### config.mk
export PLATFORM = sky130hd
export DESIGN_NAME = can_err_detect
export DESIGN_NICKNAME = d
export VERILOG_FILES = /design/src/rtl/can_errdet_pkg.sv /design/src/rtl/can_bit_cmp.sv /design/src/rtl/can_frame_chk.sv /design/src/rtl/can_stuck_mon.sv /design/src/rtl/can_err_detect.sv
export SDC_FILE = /design/constraint.sdc
export NUM_CORES = 1
export LEC_CHECK = 0
export ABC_AREA = 0
export ABC_CLOCK_PERIOD_IN_PS = 3800
export CAP_MARGIN = 0
export CORE_ASPECT_RATIO = 0.8
export CORE_MARGIN = 4
export CORE_UTILIZATION = 50
export CTS_CLUSTER_DIAMETER = 60
export CTS_CLUSTER_SIZE = 16
export DETAILED_ROUTE_END_ITERATION = 8
export GPL_TIMING_DRIVEN = 1
export HOLD_SLACK_MARGIN = 0.1
export PLACE_DENSITY_LB_ADDON = 0.15
export SYNTH_ARGS = -nofsm -noshare
export SYNTH_HDL_FRONTEND = slang
export SYNTH_SLANG_ARGS = --single-unit
### constraint.sdc
create_clock -name clk -period 3.8 [get_ports clk]
set_input_delay 0.76 -clock clk [delete_from_list [all_inputs] [get_ports clk]]
set_output_delay 0.76 -clock clk [all_outputs]
set_load 0.03 [all_outputs]
### src/rtl/can_errdet_pkg.sv
// Shared definitions for the CAN error detector.
// Assumes dominant = 0 and recessive = 1 on both tx and rx.
package can_errdet_pkg;
    localparam int CODE_W = 3;
    localparam logic DOMINANT  = 1'b0;
    localparam logic RECESSIVE = 1'b1;

    typedef enum logic [CODE_W-1:0] {
        ERR_NONE = 3'd0,
        ERR_BIT  = 3'd1,
        ERR_FORM = 3'd2,
        ERR_ACK  = 3'd3,
        ERR_CRC  = 3'd4
    } err_code_e;
endpackage

### src/rtl/can_bit_cmp.sv
// Compares driven and sampled levels at each strobe.
// Inside arbitration a mismatch is reported as lost arbitration; after it,
// as a bit error. The acknowledge slot is excluded, because a transmitter
// sends recessive there and expects dominant.
// Assumes inputs are valid in the strobe clock; outputs are registered.
module can_bit_cmp (
    input  logic clk,
    input  logic rst_n,
    input  logic bit_stb,
    input  logic tx_bit,
    input  logic rx_bit,
    input  logic tx_active,
    input  logic arb_phase,
    input  logic ack_slot,
    output logic bit_err,
    output logic arb_lost
);
    logic mismatch;

    // Detect a difference only while this node drives the bus
    always_comb mismatch = bit_stb && tx_active && (tx_bit != rx_bit);

    // Register the classified result as one-clock pulses
    always_ff @(posedge clk) begin
        if (!rst_n) begin
            bit_err  <= 1'b0;
            arb_lost <= 1'b0;
        end else begin
            arb_lost <= mismatch && arb_phase;
            bit_err  <= mismatch && !arb_phase && !ack_slot;
        end
    end

    p_arb_not_bit_r1: assert property (@(posedge clk) disable iff (!rst_n)
        arb_lost |-> !bit_err);
    p_arb_from_arb_r1: assert property (@(posedge clk) disable iff (!rst_n)
        arb_lost |-> $past(arb_phase && bit_stb));
    p_bit_needs_stb_r8: assert property (@(posedge clk) disable iff (!rst_n)
        bit_err |-> $past(bit_stb));
    p_bit_needs_tx_r10: assert property (@(posedge clk) disable iff (!rst_n)
        bit_err |-> $past(tx_active));
endmodule

### src/rtl/can_frame_chk.sv
// Frame-position checks: a dominant level at a fixed-form position, a
// missing acknowledge while transmitting, and a failed CRC comparison.
// Assumes the phase flags come from the frame controller and are valid in
// the strobe clock. Outputs are registered one-clock pulses.
module can_frame_chk
    import can_errdet_pkg::*;
(
    input  logic clk,
    input  logic rst_n,
    input  logic bit_stb,
    input  logic rx_bit,
    input  logic tx_active,
    input  logic fixed_form,
    input  logic ack_slot,
    input  logic crc_check,
    input  logic crc_match,
    output logic form_err,
    output logic ack_err,
    output logic crc_err
);
    logic form_hit, ack_hit, crc_hit;

    // Classify the current bit against its frame position
    always_comb begin
        form_hit = bit_stb && fixed_form && (rx_bit == DOMINANT);
        ack_hit  = bit_stb && ack_slot && tx_active && (rx_bit == RECESSIVE);
        crc_hit  = bit_stb && crc_check && !crc_match;
    end

    // Register the hits as pulses
    always_ff @(posedge clk) begin
        if (!rst_n) begin
            form_err <= 1'b0;
            ack_err  <= 1'b0;
            crc_err  <= 1'b0;
        end else begin
            form_err <= form_hit;
            ack_err  <= ack_hit;
            crc_err  <= crc_hit;
        end
    end

    p_form_dominant_r3: assert property (@(posedge clk) disable iff (!rst_n)
        form_err |-> $past(rx_bit == DOMINANT));
    p_ack_recessive_r4: assert property (@(posedge clk) disable iff (!rst_n)
        ack_err |-> $past(rx_bit == RECESSIVE && tx_active));
    p_crc_needs_stb_r5: assert property (@(posedge clk) disable iff (!rst_n)
        crc_err |-> $past(bit_stb && !crc_match));
endmodule

### src/rtl/can_stuck_mon.sv
// Counts consecutive dominant samples. When the run reaches a limit, it
// sets a sticky flag. A limit of zero disables the flag. The counter
// saturates. A clear drops the flag, restarts the run and wins over a set
// in the same clock.
module can_stuck_mon
    import can_errdet_pkg::*;
#(
    parameter int CNT_W = 8
) (
    input  logic             clk,
    input  logic             rst_n,
    input  logic             bit_stb,
    input  logic             rx_bit,
    input  logic [CNT_W-1:0] stuck_limit,
    input  logic             stuck_clr,
    output logic             stuck_dom
);
    localparam logic [CNT_W-1:0] RUN_MAX = {CNT_W{1'b1}};

    logic [CNT_W-1:0] run_q, run_nxt;
    logic             reach;

    // Next run length: grow on dominant (saturating), restart on recessive
    always_comb begin
        if (rx_bit == DOMINANT)
            run_nxt = (run_q == RUN_MAX) ? run_q : run_q + 1'b1;
        else
            run_nxt = '0;
        reach = (stuck_limit != '0) && (run_nxt >= stuck_limit);
    end

    // Update the run counter and the sticky flag
    always_ff @(posedge clk) begin
        if (!rst_n) begin
            run_q     <= '0;
            stuck_dom <= 1'b0;
        end else if (stuck_clr) begin
            run_q     <= '0;
            stuck_dom <= 1'b0;
        end else if (bit_stb) begin
            run_q <= run_nxt;
            if (reach) stuck_dom <= 1'b1;
        end
    end

    p_sticky_r7: assert property (@(posedge clk) disable iff (!rst_n)
        stuck_dom && !stuck_clr |=> stuck_dom);
    p_clear_wins_r7: assert property (@(posedge clk) disable iff (!rst_n)
        stuck_clr |=> !stuck_dom);
    p_set_on_dom_r6: assert property (@(posedge clk) disable iff (!rst_n)
        $rose(stuck_dom) |-> $past(bit_stb && rx_bit == DOMINANT));
endmodule

### src/rtl/can_err_detect.sv
// Top of the CAN error detector. Ties together the level comparator, the
// frame-position checks and the stuck-dominant monitor, and derives the
// prioritised fault code from the registered pulses.
// Assumes bit_stb is a single-clock strobe at the bit sample point.
module can_err_detect
    import can_errdet_pkg::*;
#(
    parameter int CNT_W = 8
) (
    input  logic             clk,
    input  logic             rst_n,
    input  logic             bit_stb,
    input  logic             tx_bit,
    input  logic             rx_bit,
    input  logic             tx_active,
    input  logic             arb_phase,
    input  logic             fixed_form,
    input  logic             ack_slot,
    input  logic             crc_check,
    input  logic             crc_match,
    input  logic [CNT_W-1:0] stuck_limit,
    input  logic             stuck_clr,
    output logic             bit_err,
    output logic             form_err,
    output logic             ack_err,
    output logic             crc_err,
    output logic             arb_lost,
    output logic             stuck_dom,
    output logic [2:0]       err_code
);
    err_code_e code;

    can_bit_cmp u_bit (
        .clk(clk), .rst_n(rst_n), .bit_stb(bit_stb), .tx_bit(tx_bit),
        .rx_bit(rx_bit), .tx_active(tx_active), .arb_phase(arb_phase),
        .ack_slot(ack_slot), .bit_err(bit_err), .arb_lost(arb_lost)
    );

    can_frame_chk u_frame (
        .clk(clk), .rst_n(rst_n), .bit_stb(bit_stb), .rx_bit(rx_bit),
        .tx_active(tx_active), .fixed_form(fixed_form), .ack_slot(ack_slot),
        .crc_check(crc_check), .crc_match(crc_match),
        .form_err(form_err), .ack_err(ack_err), .crc_err(crc_err)
    );

    can_stuck_mon #(.CNT_W(CNT_W)) u_stuck (
        .clk(clk), .rst_n(rst_n), .bit_stb(bit_stb), .rx_bit(rx_bit),
        .stuck_limit(stuck_limit), .stuck_clr(stuck_clr), .stuck_dom(stuck_dom)
    );

    // Priority encode the registered pulses: bit, form, ack, crc
    always_comb begin
        if (bit_err)       code = ERR_BIT;
        else if (form_err) code = ERR_FORM;
        else if (ack_err)  code = ERR_ACK;
        else if (crc_err)  code = ERR_CRC;
        else               code = ERR_NONE;
        err_code = code;
    end

    p_arb_code_none_r9: assert property (@(posedge clk) disable iff (!rst_n)
        (arb_lost && !form_err && !crc_err) |-> err_code == 3'd0);
    p_bit_code_r9: assert property (@(posedge clk) disable iff (!rst_n)
        bit_err |-> err_code == 3'd1);
    p_one_clk_r8: assert property (@(posedge clk) disable iff (!rst_n)
        (form_err || ack_err || crc_err || arb_lost) |-> $past(bit_stb));
endmodule

Word-level counts from Yosys, hierarchy flattened
Cells that the tools add are included. W data, S select, Z words.

Add/subtract/negate cells: 1. $lt $le $gt $ge: 1. Equality and inequality tests: 2. Mux-type cells: 6. Bitwise logic cells: 2. Reduce and logical (&&, ||, !) cells: 19.

Operators with widths (number): $mux W8 (2); $logic_and A1 B1 Y1 (13); $mux W3 (4); $add A8 B1 Y8 const B (1); $eq A8 B8 Y1 const B (1); $ge A8 B8 Y1 (1); $reduce_bool A8 Y1 (1); $logic_not A1 Y1 (3); $not A1 Y1 (2); $reduce_and A2 Y1 (1); $reduce_or A2 Y1 (1); $ne A1 B1 Y1 (1).

Register bits after elaboration: 14. Output and inout bits: 9.

Longest topological paths before layout
Depth after elaboration: 6. Mapped depth: 10. Gate-level depth less buffers: 10.

Cells and area by module
Synthesis repeated with hierarchy kept, for this count alone.

Cells, all modules: 121. Area total of the unflattened synthesis: 1028.5 µm².

By module, submodules not included: can_stuck_mon (times used 1, cells an instance 102, area each 814.5 µm², seq. area each 180.2 µm²); can_frame_chk (times used 1, cells an instance 8, area each 100.1 µm², seq. area each 60.1 µm²); can_bit_cmp (times used 1, cells an instance 6, area each 78.8 µm², seq. area each 40.0 µm²); can_err_detect (times used 1, cells an instance 5, area each 35.0 µm², seq. area each 0.0 µm²).

Least setup slack after synthesis
OpenSTA, ideal clock, no wires.

Path type: register -> register. From: register u_stuck.run_q[0]. To: register u_stuck.stuck_dom. Library setup time: 0.130 ns. Arrival: 2.252 ns. Slack: 1.418 ns. Stages on the path, launching flop included: 11. Path buffers: 0. Cell sequence: dfxtp_1 > ha_1 > nand4_1 > nor2_2 > xnor2_1 > nand2b_1 > ha_1 > nand2b_1 > a2111oi_0 > a211o_1 > a311oi_1.

Longest elaborated chain between the ends: 6. Elaborated cells on any way between the ends: 7. Those cells by class: add/sub (1); order compare (1); eq/ne (1); mux (2); reduce/logical (2).

RTL lines: start: declaration (line can_stuck_mon.sv:20) `logic [CNT_W-1:0] run_q, run_nxt;`; start signal: assignment (line can_stuck_mon.sv:41) `run_q <= run_nxt;`; $add A8 B1 Y8 / $eq A8 B8 Y1 (equally long branches) (line can_stuck_mon.sv:26) `run_nxt = (run_q == RUN_MAX) ? run_q : run_q + 1'b1;`; $mux W8 * (line can_stuck_mon.sv:26); $mux W8 * (line can_stuck_mon.sv:25) `if (rx_bit == DOMINANT)`; $ge A8 B8 Y1 * (line can_stuck_mon.sv:29) `reach = (stuck_limit != '0) && (run_nxt >= stuck_limit);`; $logic_and A1 B1 Y1 * (line can_stuck_mon.sv:29); $reduce_and A2 Y1 (no line) *; end signal: assignment (line can_stuck_mon.sv:36) `stuck_dom <= 1'b0;`; end signal: assignment (line can_stuck_mon.sv:39) `stuck_dom <= 1'b0;`; end signal: assignment (line can_stuck_mon.sv:42) `if (reach) stuck_dom <= 1'b1;`; end: declaration (line can_stuck_mon.sv:16) `output logic stuck_dom`.

Mark *: on every way between the ends. The rest lies on a longest branch, timed or not. A chain may end at the register's enable or synchronous reset.

Final worst setup path
Ends and elaborated chain as after synthesis.

==> parameters.txt <==
Parameter                              Value

Pwr
  Power per unit of standard cell area    238 nW/um^2
  Combinational share of power    18.1%
  Int Power    0.237 mW
  Flop pwr share    47.1%
  Pleak    0.504 nW
  Net switching power figure    0.0802 mW
  Net switching share of the total power    25.3%
  Worst vdd ir    268 uV
  Relative contribution of the clock network to total power    34.8%

Global route
  Met1 capacity usage during global routing    27.2%
  Met2 capacity usage during global routing    33.8%
  Met3 track demand over resource in global routing    6.12%
  Global-route wire length before repair    4660 um
  Global route hottest layer    met2
  Largest net degree at the start of global routing    16
  Total global routing track utilization    20.8%
  Total congestion overflow    0
  Initial antenna violation count    0
  Vias in the first global route    1021

Synthesis
  Yosys cell types    40
  Biggest area contributors in the synthesized netlist    sky130_fd_sc_hd__dfxtp_1, sky130_fd_sc_hd__ha_1, sky130_fd_sc_hd__inv_1
  Total of warnings raised by yosys    0
  Number of nets produced by synthesis    154
  Gate count after technology mapping    125
  Dominant register cell in the synthesized netlist    sky130_fd_sc_hd__dfxtp_1
  Number of flops mapped to enable cells by yosys    0
  Yosys top cell area share    27.5%
  Synth area leader    sky130_fd_sc_hd__dfxtp_1
  Proportion of synthesized flip-flops having asynchronous set or reset    0%
  Post-synthesis cell area    1020 um^2
  Flip-flop and latch count after synthesis    14
  Sequential area share after synthesis    27.5%
  Mean post-synth cell area    8.16 um^2

Die
  Vertical die dimension    48.4 um
  Die extent in x    58.5 um
  Io pins    29
  Area enclosed by the die boundary    2830 um^2
  Effective utilization at floorplan    53.4%
  Core region area    1910 um^2
  Number of cell rows    14

Critical path
  Startpoint Class    register
  Critical-path cell with the highest stage delay    sky130_fd_sc_hd__dfxtp_1
  Arrival time at the worst endpoint    2.92 ns
  Classification of the worst setup path    register to register
  Cells along the critical path    ha_1, nand4_1, nor2_2, xnor2_1, nand2b_1, ha_1, nand2b_1, a2111oi_0, a211o_1, a311oi_1
  CP Buf/Inv Count    0
  CP required    3.97 ns
  Family of cells with the greatest summed delay on the critical path    simple AND/OR/NAND/NOR gates
  Maximum fanout count along the critical path    7
  CP startpoint    u_stuck.run_q[0]
  Largest stage delay on the critical path    0.45 ns
  Startpoint of the most critical register-to-register path    u_stuck.run_q[0]
  Crit. End Element    register

Clock tree
  Post-cts sizing count    0
  Maximum level of the CTS H-tree    1
  CTS Buffer Depth    2
  Root Buffer Master    sky130_fd_sc_hd__clkbuf_4
  Worst-Skew Late Latency    0.28 ns
  Clock-pin slew of the registers on the worst-case setup and hold paths    0.09 ns
  CTS tree    done
  CTS sink count    14
  Number of setup buffers added after CTS    0
  Cts hold-fix bufs    0
  Clock buffer count from CTS    3

Final layout
  Utilization after layout    69.9%
  # diodes    0
  Layout cells sized above 1    7.24%
  Final net count    182
  Area growth from synthesis to layout    30.9%

Timing
  Max-slew violations    0
  Transition time at the pin with the least slew margin    0.568 ns
  Final worst path period need    2.75 ns
  Hold Vio Cnt, Final    0
  Clock Skews    0.000882 ns
  Number of endpoints failing setup at the final stage    0
  Maximum clock frequency    364 MHz
  Unrepaired setup endpoints after global routing    no
  Final worst-path cycle share    72.3%
  Slew headroom    62.1%
  Total negative slack    0 ns

Detailed routing
  Antenna viol nets, final    0
  Via count    1019
  First-pass iteration count of the detailed router    4
  Routed WL    2720 um
  Routed length per instance    15.5 um
  Ratio of routed vias to standard cells    5.79
  Number of remaining DRC errors    0
  Iter 0 DRT Violations    37

Min path
  Critical hold path startpoint    u_stuck.run_q[4]
  Worst hold path type    register to register

Place
  Dpl hpwl    2160 um
  Number of buffers inserted by port buffering    28
  Final GP Congestion    0.864

Run
  Max_cap viols    0

Status
  Status    complete, no violations
==> power groups by stage <==
| stage | registers [mW] | logic (mW) | clock network [mW] |
|---|---|---|---|
| 3_5_place_dp | 0.153 | 0.0570 | 0 |
| 3_3_place_gp | 0.153 | 0.0553 | 0 |
| 6_report | 0.150 | 0.0573 | 0.111 |
| 4_1_cts | 0.150 | 0.0571 | 0.111 |
| 5_1_grt | 0.150 | 0.0620 | 0.116 |
| 2_1_floorplan | 0.155 | 0.0238 | 0 |
==> cells in the mapped netlist (all sizes together) (3+ instances only) <==
cell and n:
o31ai 4, nor4 3, nor3 3, dfxtp 14, nor2 11, clkbuf 3, a21oi 4, nand4 3
ha 9, inv 11, buf 3, xnor2 3, nand2 11, nor3b 5, nand3 7, o21ai 4
==> final cells by class <==
cell class              instances  area, um^2
multi-input cells              94         659
fillers                       151         574
repair buffers                 29         288
flip-flops and latches         14         280
inverters                      11        41.3
clock buffers                   4        36.3
well taps                      24        30.0
==> tightest hold or removal path: cells and delay by family (launching register included) <==
| kind | cells | cell delay, ns |
|---|---|---|
| flops | 1 | 0.35 |
| simple gates | 1 | 0.09 |
| compound gates | 1 | 0.06 |
==> routing by layer <==
layer	wire, um	share of wire [%]
met1	1300	48
met5	0	0
met2	1300	48
met3	103	3.8
met4	17	0.63
==> cells by family after synthesis <==
family	Yosys count	share of synthesized area (%)
compound gates	25	20.0
xor+xnor	3	2.58
fa+ha+maj	9	11.0
buf+inv	17	7.85
flops	14	27.5
mux	2	1.96
simple gates	55	29.1
==> final timing paths <==
check | to | slack (ns) | cells after the start
worst max-delay path | u_stuck.stuck_dom | 1.05 | 10
worst min-delay path | u_stuck.run_q[4] | 0.54 | 2
worst max register to register | u_stuck.stuck_dom | 1.05 | 10
worst min register to register | u_stuck.run_q[4] | 0.54 | 2
==> through the flow <==
stage	setup WS [ns]	cell area [um^2]	hold WS, ns	power, mW	cells
final	1.05	1340	0.540	0.318	176
after global routing	0.805	1340	0.579	0.328	176
after CTS	1.08	1340	0.534	0.317	176
after detailed placement	1.02	1300	0.519	0.210	172
after global placement	1.09	1300	0.517	0.208	172
after floorplan	1.42	1020	0.491	0.179	125
==> cells in the final DEF, fill, tap and decap left out, types with 3 or more instances in the layout <==
cell type,instances
sky130_fd_sc_hd__clkdlybuf4s50_1,28
sky130_fd_sc_hd__dfxtp_1,14
sky130_fd_sc_hd__nand2_1,11
sky130_fd_sc_hd__inv_1,11
sky130_fd_sc_hd__nor2_1,10
sky130_fd_sc_hd__ha_1,9
sky130_fd_sc_hd__nand3_1,7
sky130_fd_sc_hd__nor3b_1,5
sky130_fd_sc_hd__o21ai_0,4
sky130_fd_sc_hd__a21oi_1,4
sky130_fd_sc_hd__o31ai_1,4
sky130_fd_sc_hd__nand4_1,3
sky130_fd_sc_hd__nor3_1,3
sky130_fd_sc_hd__xnor2_1,3
sky130_fd_sc_hd__nor4_1,3
sky130_fd_sc_hd__clkbuf_4,3
==> state kept, by name, summed over array words and instances, names as in the netlist <==
name               count
u_frame.crc_err        1
u_bit.arb_lost         1
u_frame.form_err       1
u_bit.bit_err          1
u_stuck.stuck_dom      1
u_frame.ack_err        1
u_stuck.run_q          8
(Power assumes the default switching activity.)
